==> config.mk <==
export PLATFORM = sky130hd
export DESIGN_NAME = dest_addr_filter
export DESIGN_NICKNAME = d
export VERILOG_FILES = /design/src/rtl/daf_pkg.sv /design/src/rtl/daf_addr_capture.sv /design/src/rtl/daf_crc_acc.sv /design/src/rtl/daf_decide.sv /design/src/rtl/dest_addr_filter.sv
export SDC_FILE = /design/constraint.sdc
export NUM_CORES = 1
export LEC_CHECK = 0
export CORE_UTILIZATION = 65
export CTS_CLUSTER_DIAMETER = 60
export CTS_CLUSTER_SIZE = 10
export DETAILED_ROUTE_END_ITERATION = 6
export DONT_BUFFER_PORTS = 1
export PLACE_DENSITY = 0.85
export SLEW_MARGIN = 0
export SYNTH_ARGS = -nofsm -noshare
export SYNTH_HDL_FRONTEND = slang
export SYNTH_SLANG_ARGS = --single-unit
==> constraint.sdc <==
create_clock -name clk -period 4.5 [get_ports clk]
set_clock_uncertainty 0.15 [all_clocks]
set_input_delay 0.9 -clock clk [delete_from_list [all_inputs] [get_ports clk]]
set_output_delay 0.9 -clock clk [all_outputs]
set_load 0.03 [all_outputs]
==> src/rtl/daf_pkg.sv <==
package daf_pkg;

    localparam int BYTE_W      = 8;
    localparam int ADDR_BYTES  = 6;
    localparam int ADDR_W      = ADDR_BYTES * BYTE_W;
    localparam int STN_LO_W    = 4 * BYTE_W;
    localparam int STN_HI_W    = ADDR_W - STN_LO_W;
    localparam int CRC_W       = 32;
    localparam int HASH_IDX_W  = 6;
    localparam int HASH_TBL    = 1 << HASH_IDX_W;
    localparam int HASH_WORD_W = HASH_TBL / 2;
    localparam logic [CRC_W-1:0] CRC_POLY   = 32'h04C11DB7;
    localparam logic [CRC_W-1:0] CRC_PRESET = '1;

    typedef struct packed {
        logic bcast;
        logic station;
        logic mcast;
        logic hash_hit;
    } addr_class_t;

    typedef struct packed {
        logic done;
        logic accept;
        logic reject;
    } verdict_t;

    localparam verdict_t VERDICT_IDLE = '{done: 1'b0, accept: 1'b0, reject: 1'b0};

    // One byte of the shift-toward-MSB CRC, byte bits taken LSB first.
    function automatic logic [CRC_W-1:0] crc_byte(input logic [CRC_W-1:0] c,
                                                  input logic [BYTE_W-1:0] d);
        logic [CRC_W-1:0] r;
        logic             fb;
        r = c;
        for (int i = 0; i < BYTE_W; i++) begin
            fb = r[CRC_W-1] ^ d[i];
            r  = {r[CRC_W-2:0], 1'b0};
            if (fb) r = r ^ CRC_POLY;
        end
        return r;
    endfunction

    function automatic verdict_t make_verdict(input logic ok);
        verdict_t v;
        v.done   = 1'b1;
        v.accept = ok;
        v.reject = ~ok;
        return v;
    endfunction

endpackage

==> src/rtl/daf_addr_capture.sv <==
module daf_addr_capture
    import daf_pkg::*;
#(
    parameter int N_BYTES = ADDR_BYTES,
    parameter int B_W     = BYTE_W
) (
    input  logic                 clk,
    input  logic                 rst,
    input  logic                 rx_valid,
    input  logic                 rx_sof,
    input  logic [B_W-1:0]       rx_data,
    output logic                 take,
    output logic                 first,
    output logic                 last,
    output logic [N_BYTES*B_W-1:0] addr_next
);
    localparam int CNT_W = $clog2(N_BYTES + 1);
    localparam logic [CNT_W-1:0] CNT_FULL = CNT_W'(N_BYTES);

    logic [CNT_W-1:0]       cnt_q;
    logic [CNT_W-1:0]       pos;
    logic [N_BYTES*B_W-1:0] addr_q;

    // A byte is taken when it starts a frame or while the address is still open.
    assign take  = rx_valid && (rx_sof || (cnt_q < CNT_FULL));
    assign first = take && rx_sof;
    assign pos   = rx_sof ? '0 : cnt_q;
    assign last  = take && (pos == CNT_FULL - 1'b1);

    always_ff @(posedge clk) begin
        if (rst) begin
            cnt_q <= CNT_FULL;   // idle: stray bytes before any frame start are ignored
        end else if (take) begin
            cnt_q <= pos + 1'b1;
        end
    end

    for (genvar g = 0; g < N_BYTES; g++) begin : g_byte
        logic sel;
        assign sel = take && (pos == CNT_W'(g));
        assign addr_next[g*B_W +: B_W] = sel ? rx_data : addr_q[g*B_W +: B_W];
        always_ff @(posedge clk) begin
            if (rst)      addr_q[g*B_W +: B_W] <= '0;
            else if (sel) addr_q[g*B_W +: B_W] <= rx_data;
        end
    end

    p_count_bound_r9: assert property (@(posedge clk) disable iff (rst)
        cnt_q <= CNT_FULL);
    p_last_closes_r9: assert property (@(posedge clk) disable iff (rst)
        last |=> (cnt_q == CNT_FULL));
    p_sof_restarts_r10: assert property (@(posedge clk) disable iff (rst)
        first |=> (cnt_q == CNT_W'(1)));
endmodule

==> src/rtl/daf_crc_acc.sv <==
module daf_crc_acc
    import daf_pkg::*;
#(
    parameter int C_W = CRC_W,
    parameter int B_W = BYTE_W
) (
    input  logic           clk,
    input  logic           rst,
    input  logic           take,
    input  logic           first,
    input  logic [B_W-1:0] data,
    output logic [C_W-1:0] crc_next
);
    logic [C_W-1:0] crc_q;
    logic [C_W-1:0] base;

    // A new frame starts from the preset value, not from the old remainder.
    assign base     = first ? CRC_PRESET : crc_q;
    assign crc_next = take ? crc_byte(base, data) : crc_q;

    always_ff @(posedge clk) begin
        if (rst) crc_q <= CRC_PRESET;
        else     crc_q <= crc_next;
    end

    p_idle_holds_r2: assert property (@(posedge clk) disable iff (rst)
        !take |=> $stable(crc_q));
endmodule

==> src/rtl/daf_decide.sv <==
module daf_decide
    import daf_pkg::*;
#(
    parameter int A_W   = ADDR_W,
    parameter int C_W   = CRC_W,
    parameter int IDX_W = HASH_IDX_W
) (
    input  logic                   clk,
    input  logic                   rst,
    input  logic                   first,
    input  logic                   last,
    input  logic [A_W-1:0]         addr_next,
    input  logic [C_W-1:0]         crc_next,
    input  logic [HASH_WORD_W-1:0] hash_lo,
    input  logic [HASH_WORD_W-1:0] hash_hi,
    input  logic [STN_LO_W-1:0]    stn_lo,
    input  logic [STN_HI_W-1:0]    stn_hi,
    input  logic                   hash_en,
    output verdict_t               verdict
);
    localparam int TBL = 1 << IDX_W;

    logic [TBL-1:0]   table_bits;
    logic [IDX_W-1:0] idx;
    logic [A_W-1:0]   station;
    addr_class_t      cls;
    logic             ok;
    verdict_t         verdict_q;

    assign table_bits = {hash_hi, hash_lo};
    assign station    = {stn_hi, stn_lo};
    assign idx        = crc_next[C_W-1 -: IDX_W];

    always_comb begin
        cls.bcast    = &addr_next;
        cls.station  = (addr_next == station);
        cls.mcast    = addr_next[0];
        cls.hash_hit = table_bits[idx];
        ok = cls.bcast || cls.station || (cls.mcast && hash_en && cls.hash_hit);
    end

    always_ff @(posedge clk) begin
        if (rst)        verdict_q <= VERDICT_IDLE;
        else if (last)  verdict_q <= make_verdict(ok);
        else if (first) verdict_q <= VERDICT_IDLE;
    end

    assign verdict = verdict_q;

    p_excl_r11: assert property (@(posedge clk) disable iff (rst)
        !(verdict_q.accept && verdict_q.reject));
    p_done_onehot_r11: assert property (@(posedge clk) disable iff (rst)
        verdict_q.done |-> (verdict_q.accept ^ verdict_q.reject));
    p_bcast_r6: assert property (@(posedge clk) disable iff (rst)
        (last && cls.bcast) |=> verdict_q.accept);
    p_unicast_miss_r8: assert property (@(posedge clk) disable iff (rst)
        (last && !cls.mcast && !cls.station) |=> verdict_q.reject);
    p_hold_r10: assert property (@(posedge clk) disable iff (rst)
        (verdict_q.done && !first && !last) |=> $stable(verdict_q));
    p_sof_clear_r10: assert property (@(posedge clk) disable iff (rst)
        (first && !last) |=> !verdict_q.done);
endmodule

==> src/rtl/dest_addr_filter.sv <==
module dest_addr_filter
    import daf_pkg::*;
(
    input  logic                   clk,
    input  logic                   rst,
    input  logic                   rx_valid_i,
    input  logic                   rx_sof_i,
    input  logic [BYTE_W-1:0]      rx_data_i,
    input  logic [HASH_WORD_W-1:0] hash_lo_i,
    input  logic [HASH_WORD_W-1:0] hash_hi_i,
    input  logic [STN_LO_W-1:0]    stn_lo_i,
    input  logic [STN_HI_W-1:0]    stn_hi_i,
    input  logic                   hash_en_i,
    output logic                   done_o,
    output logic                   accept_o,
    output logic                   reject_o
);
    logic              take;
    logic              first;
    logic              last;
    logic [ADDR_W-1:0] addr_next;
    logic [CRC_W-1:0]  crc_next;
    verdict_t          verdict;

    daf_addr_capture #(.N_BYTES(ADDR_BYTES), .B_W(BYTE_W)) u_cap (
        .clk(clk), .rst(rst),
        .rx_valid(rx_valid_i), .rx_sof(rx_sof_i), .rx_data(rx_data_i),
        .take(take), .first(first), .last(last), .addr_next(addr_next)
    );

    daf_crc_acc #(.C_W(CRC_W), .B_W(BYTE_W)) u_crc (
        .clk(clk), .rst(rst),
        .take(take), .first(first), .data(rx_data_i),
        .crc_next(crc_next)
    );

    daf_decide #(.A_W(ADDR_W), .C_W(CRC_W), .IDX_W(HASH_IDX_W)) u_dec (
        .clk(clk), .rst(rst),
        .first(first), .last(last),
        .addr_next(addr_next), .crc_next(crc_next),
        .hash_lo(hash_lo_i), .hash_hi(hash_hi_i),
        .stn_lo(stn_lo_i), .stn_hi(stn_hi_i),
        .hash_en(hash_en_i),
        .verdict(verdict)
    );

    assign done_o   = verdict.done;
    assign accept_o = verdict.accept;
    assign reject_o = verdict.reject;

    p_reset_idle_r1: assert property (@(posedge clk)
        $past(rst) |-> (!done_o && !accept_o && !reject_o));
endmodule

==> flow_summary.json, run 1 <==
{
  "drc": 0,
  "fp.dieW_um": 97.4,
  "place_congestion": 0.923,
  "grt_usage_pct": 31.7,
  "wl_um": 15000,
  "cts-buffers-inserted": 9,
  "synth_cell_type_count": 59,
  "core_mm2": 0.00876,
  "cp-startpoint": "u_crc.crc_q[28]",
  "drive_gt1_share_pct": 6.32,
  "holdPathStages": 2,
  "clock_path_buffers": 2,
  "cts.sinks": 86,
  "synthDominantCellAreaShare_pct": 29.1,
  "leakage_nw": 2.43,
  "ctsResizeCount": 0,
  "finalCriticalPeriod_ns": 3.67,
  "drtIter0Drc": 264,
  "cts_hold_buf": 0,
  "yosys.area.top_type": "dfxtp_1",
  "num_rows": 34,
  "synthCells": 694,
  "synthTopCellsByArea": "dfxtp_1 (29%), xnor2_1 (19%), mux2i_1 (13%)",
  "postRouteAntennaNets": 0,
  "maxCapViolCount": 0,
  "ys.warnings.count": 0,
  "final_cell_mix": "xnor2_1 (127), nor2_1 (91), dfxtp_1 (86)",
  "peakVddDrop_v": 0.000258,
  "overflow": 0,
  "synth.avg_cell_area_um2": 8.52,
  "start_util_pct": 67.4,
  "critical_path_arrival_ns": 3.79,
  "p_total_mw": 2.49,
  "p_per_area_mw_per_mm2": 412,
  "nets": 786,
  "fmax_mhz": 273,
  "via_count": 4934,
  "critPathCaptureType": "flip-flop",
  "yosysSeqAreaShare_pct": 29.1,
  "crit_chain": "xnor3_1, a21o_1, and2_4, a221oi_4, buf_4, mux2i_1, a221oi_2, a21boi_1, nand4b_1, o211ai_1, a31o_1",
  "place_hpwl_um": 11000,
  "synth_edf_count": 0,
  "worstMarginPinSlew_ns": 1.03,
  "tns_ns": 0,
  "hold_viol": 0,
  "drt_pass1_iterations": 5,
  "rsz0062_at_grt": "false",
  "grt_pass1_vias": 4963,
  "cp_max_fo": 32,
  "clk_latency_ns": 0.38,
  "startpoint_type": "flip-flop",
  "reg2regPathDepth": 11,
  "status": "complete, no violations",
  "antennaDiodeCount": 0,
  "post-cts-setup-buffer-count": 0,
  "syn_nets": 820,
  "netlist_area_mm2": 0.00591,
  "area_growth_pct": 2.14,
  "grt_pass1_wl_um": 24100,
  "critPathKind": "flip-flop to flip-flop",
  "final_common_cell": "xnor2_1",
  "ys.flop_type": "dfxtp_1",
  "r2r_slack_ns": 0.83,
  "port_buffers": 0,
  "slew_viol_final": 0,
  "cts_tree": "built",
  "crit_slowest_cell": "dfxtp_1",
  "cp.required_ns": 4.62,
  "crit_end": "u_dec.verdict[0]",
  "ios": 128,
  "avgViaCountPerCell": 6.38,
  "synth_seq_cells": 86,
  "cpPeakStageDelay_ns": 0.72,
  "clk_pin_slew_ns": 0.09,
  "fp.dieArea_mm2": 0.00948,
  "r2r_end": "u_dec.verdict[0]",
  "clockRootBuffer": "clkbuf_8",
  "timing.final.crit_share_pct": 81.5,
  "r2r_start": "u_crc.crc_q[28]",
  "htree_levels": 3,
  "synth-async-reset-ratio_pct": 0,
  "hp-class": "flip-flop to flip-flop",
  "routedWlPerCell_um": 19.4,
  "antenna_found_initial": 0,
  "max-slew-margin-rel_pct": 31.4,
  "die_y_um": 97.4,
  "finalSetupViolations": 0,
  "grt_max_degree": 56
}
critical path: cells and delay by family, from the launching register on:
kind	cells	cell delay, ns
AO/OA/AOI/OAI	6	1.29
AND/OR/NAND/NOR	2	0.29
buffers and inverters	1	0.46
flip-flops	1	0.72
multiplexers	1	0.16
XOR/XNOR	1	0.47
Yosys cell counts, drive strengths merged (2+ instances only):
master / count
inv: 6
nor3: 7
nand3b: 3
nor2b: 2
or3: 2
nor2: 92
mux2i: 80
a221oi: 4
dfxtp: 86
buf: 27
a31oi: 7
and2: 4
xnor3: 2
o22ai: 2
o32ai: 3
a211o: 2
o21ai: 8
xor2: 16
nor4: 18
nand4: 10
and3: 4
nand2: 61
a211oi: 2
a32oi: 5
a21oi: 14
clkbuf: 28
nand2b: 2
nand3: 18
o211ai: 29
a22oi: 6
mux2: 2
nor3b: 2
xnor2: 129
power breakdown:
| part | switching (mW) | leakage, nW | internal [mW] | total, mW |
|---|---|---|---|---|
| Clock | 0.315 | 0.0898 | 0.212 | 0.527 |
| Sequential | 0.0751 | 0.703 | 0.824 | 0.899 |
| Combinational | 0.553 | 1.64 | 0.511 | 1.06 |
| Total | 0.943 | 2.43 | 1.55 | 2.49 |
registers in the layout, indices dropped and copies added (netlist names):
| signal | flops |
|---|---|
| u_cap.cnt_q | 3 |
| u_crc.crc_q | 32 |
| u_cap.addr_q | 48 |
| u_dec.verdict | 3 |
area by class of cell:
cell class | count | area (µm²)
multi-input cells | 547 | 3900
fillers | 700 | 2730
flip-flops and latches | 86 | 1720
well taps | 108 | 135
clock buffers | 10 | 128
repair buffers | 10 | 75.1
clock inverters | 6 | 53.8
inverters | 6 | 22.5
how the worst min path moves through the flow:
stage	from	end	slack, ns
after CTS	u_crc.crc_q[3]	u_crc.crc_q[3]	0.35
after global placement	u_crc.crc_q[0]	u_crc.crc_q[0]	0.31
after global routing	u_crc.crc_q[5]	u_crc.crc_q[5]	0.37
final	u_crc.crc_q[19]	u_crc.crc_q[19]	0.34
after detailed placement	u_crc.crc_q[19]	u_crc.crc_q[19]	0.33
after floorplan	u_crc.crc_q[0]	u_crc.crc_q[0]	0.29
layer usage:
layer,vias to the layer above,share of wire [%],GRT usage (%)
li1,2322,-,-
met1,2314,38,37.7
met2,236,49,53.3
met3,62,8.0,6.33
met4,0,5.1,18.4
met5,-,0,0
per-stage QoR:
stage / instances / util (%) / instance area (µm²) / hold slack (ns) / worst slack, ns
3_5_place_dp: 757 / 66.8 / 5850 / 0.330 / 0.631
4_1_cts: 773 / 68.9 / 6040 / 0.347 / 0.879
6_report: 773 / 68.9 / 6040 / 0.345 / 0.833
3_3_place_gp: 757 / 66.8 / 5850 / 0.308 / 0.654
2_1_floorplan: 694 / - / 5910 / 0.287 / 0.945
5_1_grt: 773 / 68.9 / 6040 / 0.373 / 0.720
cell families (layout without fill, tap and decap cells):
family	after synthesis	count (layout)	share of synthesized area (%)
compound gates	87	87	11.1
xor+xnor	148	148	23.0
fa+ha+maj	1	1	0.212
buf+inv	61	32	4.91
flops	86	86	29.1
mux	82	82	14.0
simple gates	229	229	17.6
No activity file was read; power rests on OpenSTA's default activity.
==> inputs of run 2 (changes only) <==
==> constraint.sdc (replaced) <==
create_clock -name clk -period 3.74 [get_ports clk]
set_clock_uncertainty 0.15 [all_clocks]
set_input_delay 0.748 -clock clk [delete_from_list [all_inputs] [get_ports clk]]
set_output_delay 0.748 -clock clk [all_outputs]
set_load 0.03 [all_outputs]
==> run 2 against run 1 <==
  * Routed wire length rose by 1.7%
  * Core utilization rose by 1.3 points
  * Largest cell class unchanged
  * Sequential share of layout area fell by 0.52 points
  * Highest routed layer unchanged
==> flow_summary.json, run 2 (same netlist as run 1, synthesis figures left out) <==
{
  "antenna_found_initial": 0,
  "grt_pass1_wl_um": 24600,
  "ctsResizeCount": 0,
  "drive_gt1_share_pct": 7.72,
  "p_sw_mw": 1.12,
  "tns_ns": 0,
  "drtIter0Drc": 257,
  "cp.required_ns": 3.86,
  "grt_pass1_vias": 5099,
  "critPathBufInv": 1,
  "clock_path_buffers": 2,
  "drt_pass1_iterations": 5,
  "reg_top3": "u_cap.addr_q: 48 flops, u_crc.crc_q: 32 flops",
  "seqPwrFrac_pct": 34.5,
  "leakage_nw": 2.49,
  "grt_usage_pct": 32.4,
  "cts_tree": "built",
  "critPathCaptureType": "flip-flop",
  "crit_chain": "xnor3_1, a21o_1, and2_4, a221oi_4, buf_12, mux2i_1, a221oi_2, a21boi_1, nand4b_1, o211ai_1, a31o_1",
  "avgViaCountPerCell": 6.35,
  "post-cts-setup-buffer-count": 0,
  "worstHoldStart": "rst",
  "hp-class": "primary input to flip-flop",
  "cpPeakStageDelay_ns": 0.67,
  "p_per_area_mw_per_mm2": 503,
  "cts_hold_buf": 0,
  "htree_levels": 3,
  "finalSetupViolations": 0,
  "finalInstanceArea_mm2": 0.00615,
  "grt_max_degree": 56,
  "comb_power_share_pct": 42.7,
  "via_count": 4964,
  "cts-buffers-inserted": 9,
  "r2r_start": "u_crc.crc_q[28]",
  "area_growth_pct": 4.02,
  "antennaDiodeCount": 0,
  "r2r_end": "u_dec.verdict[0]",
  "fp.dieArea_mm2": 0.00948,
  "port_buffers": 0,
  "ios": 128,
  "status": "complete, no violations",
  "cp_max_fo": 32,
  "rsz0062_at_grt": "false",
  "worstMarginPinSlew_ns": 1.07,
  "regMostFlops": "u_cap.addr_q",
  "p_total_mw": 3.09,
  "fp.dieW_um": 97.4,
  "dpl-instance-area_mm2": 0.00593,
  "nets": 795,
  "utilization_pct": 70.1,
  "postRouteAntennaNets": 0,
  "largest_reg_flops": 48,
  "core_mm2": 0.00876,
  "p_sw_share_pct": 36.3,
  "routedWlPerCell_um": 19.5,
  "fmax_mhz": 282,
  "clk_pin_slew_ns": 0.09,
  "hold_path_end": "u_cap.cnt_q[0]",
  "clockRootBuffer": "clkbuf_8",
  "wl_um": 15300,
  "timing.final.crit_share_pct": 95.0,
  "critPathKind": "flip-flop to flip-flop",
  "cts.sinks": 86,
  "crit_slowest_cell": "dfxtp_1",
  "num_rows": 34,
  "start_util_pct": 67.4,
  "slew_viol_final": 0,
  "holdPathStages": 1,
  "r2r_slack_ns": 0.19,
  "final_cell_mix": "xnor2_1 (127), nor2_1 (91), dfxtp_1 (86)",
  "maxCapViolCount": 0,
  "clk_latency_ns": 0.37,
  "clock_power_share_pct": 22.8,
  "reg2regPathDepth": 11,
  "internal_power_mw": 1.97,
  "place_hpwl_um": 11200,
  "drc": 0,
  "startpoint_type": "flip-flop",
  "max-slew-margin-rel_pct": 28.7,
  "place_congestion": 0.928,
  "overflow": 0,
  "finalCriticalPeriod_ns": 3.55,
  "hold_viol": 0,
  "die_y_um": 97.4,
  "critical_path_arrival_ns": 3.67,
  "peakVddDrop_v": 0.000266,
  "critPathTopFamily": "compound AO/OA/AOI/OAI gates",
  "final_common_cell": "xnor2_1"
}
run 2: area by class of cell:
type / instances / area (µm²)
Multi-Input combinational cell: 547 / 3900
Sequential cell: 86 / 1720
Timing Repair Buffer: 19 / 155
Clock buffer: 10 / 138
Tap cell: 108 / 135
Clock inverter: 6 / 75.1
Inverter: 6 / 22.5
Fill cell: 665 / 2620
run 2: power groups by stage:
| stage | registers (mW) | clock network, mW | logic [mW] |
|---|---|---|---|
| after global routing | 1.07 | 0.749 | 1.43 |
| after floorplan | 1.04 | 0 | 1.14 |
| after detailed placement | 1.08 | 0 | 1.30 |
| final | 1.07 | 0.706 | 1.32 |
| after CTS | 1.06 | 0.713 | 1.31 |
| after global placement | 1.08 | 0 | 1.26 |
run 2: metrics by stage:
stage / cells / setup WS [ns] / hold slack (ns)
2_1_floorplan: 694 / 0.337 / 0.287
3_3_place_gp: 766 / 0.332 / 0.315
3_5_place_dp: 766 / 0.217 / 0.327
6_report: 782 / 0.189 / 0.302
5_1_grt: 782 / 0.0117 / 0.276
4_1_cts: 782 / 0.258 / 0.282
run 2: worst max-delay path by stage:
stage | startpoint | end | slack [ns] | depth (start not counted)
floorplan | rx_sof_i | u_dec.verdict[0] | 0.34 | 13
global placement | rx_sof_i | u_dec.verdict[1] | 0.33 | 10
detailed placement | rx_sof_i | u_dec.verdict[1] | 0.22 | 10
CTS | u_crc.crc_q[28] | u_dec.verdict[0] | 0.26 | 11
global route | u_crc.crc_q[28] | u_dec.verdict[0] | 0.01 | 11
finish | u_crc.crc_q[28] | u_dec.verdict[0] | 0.19 | 11
run 2: per-layer routing:
layer	vias up	track usage, %	wire length (µm)
met5	-	0	0
met4	0	19.8	703
met3	64	8.42	1340
met2	262	55.3	7470
met1	2290	36.1	5770
li1	2348	-	-
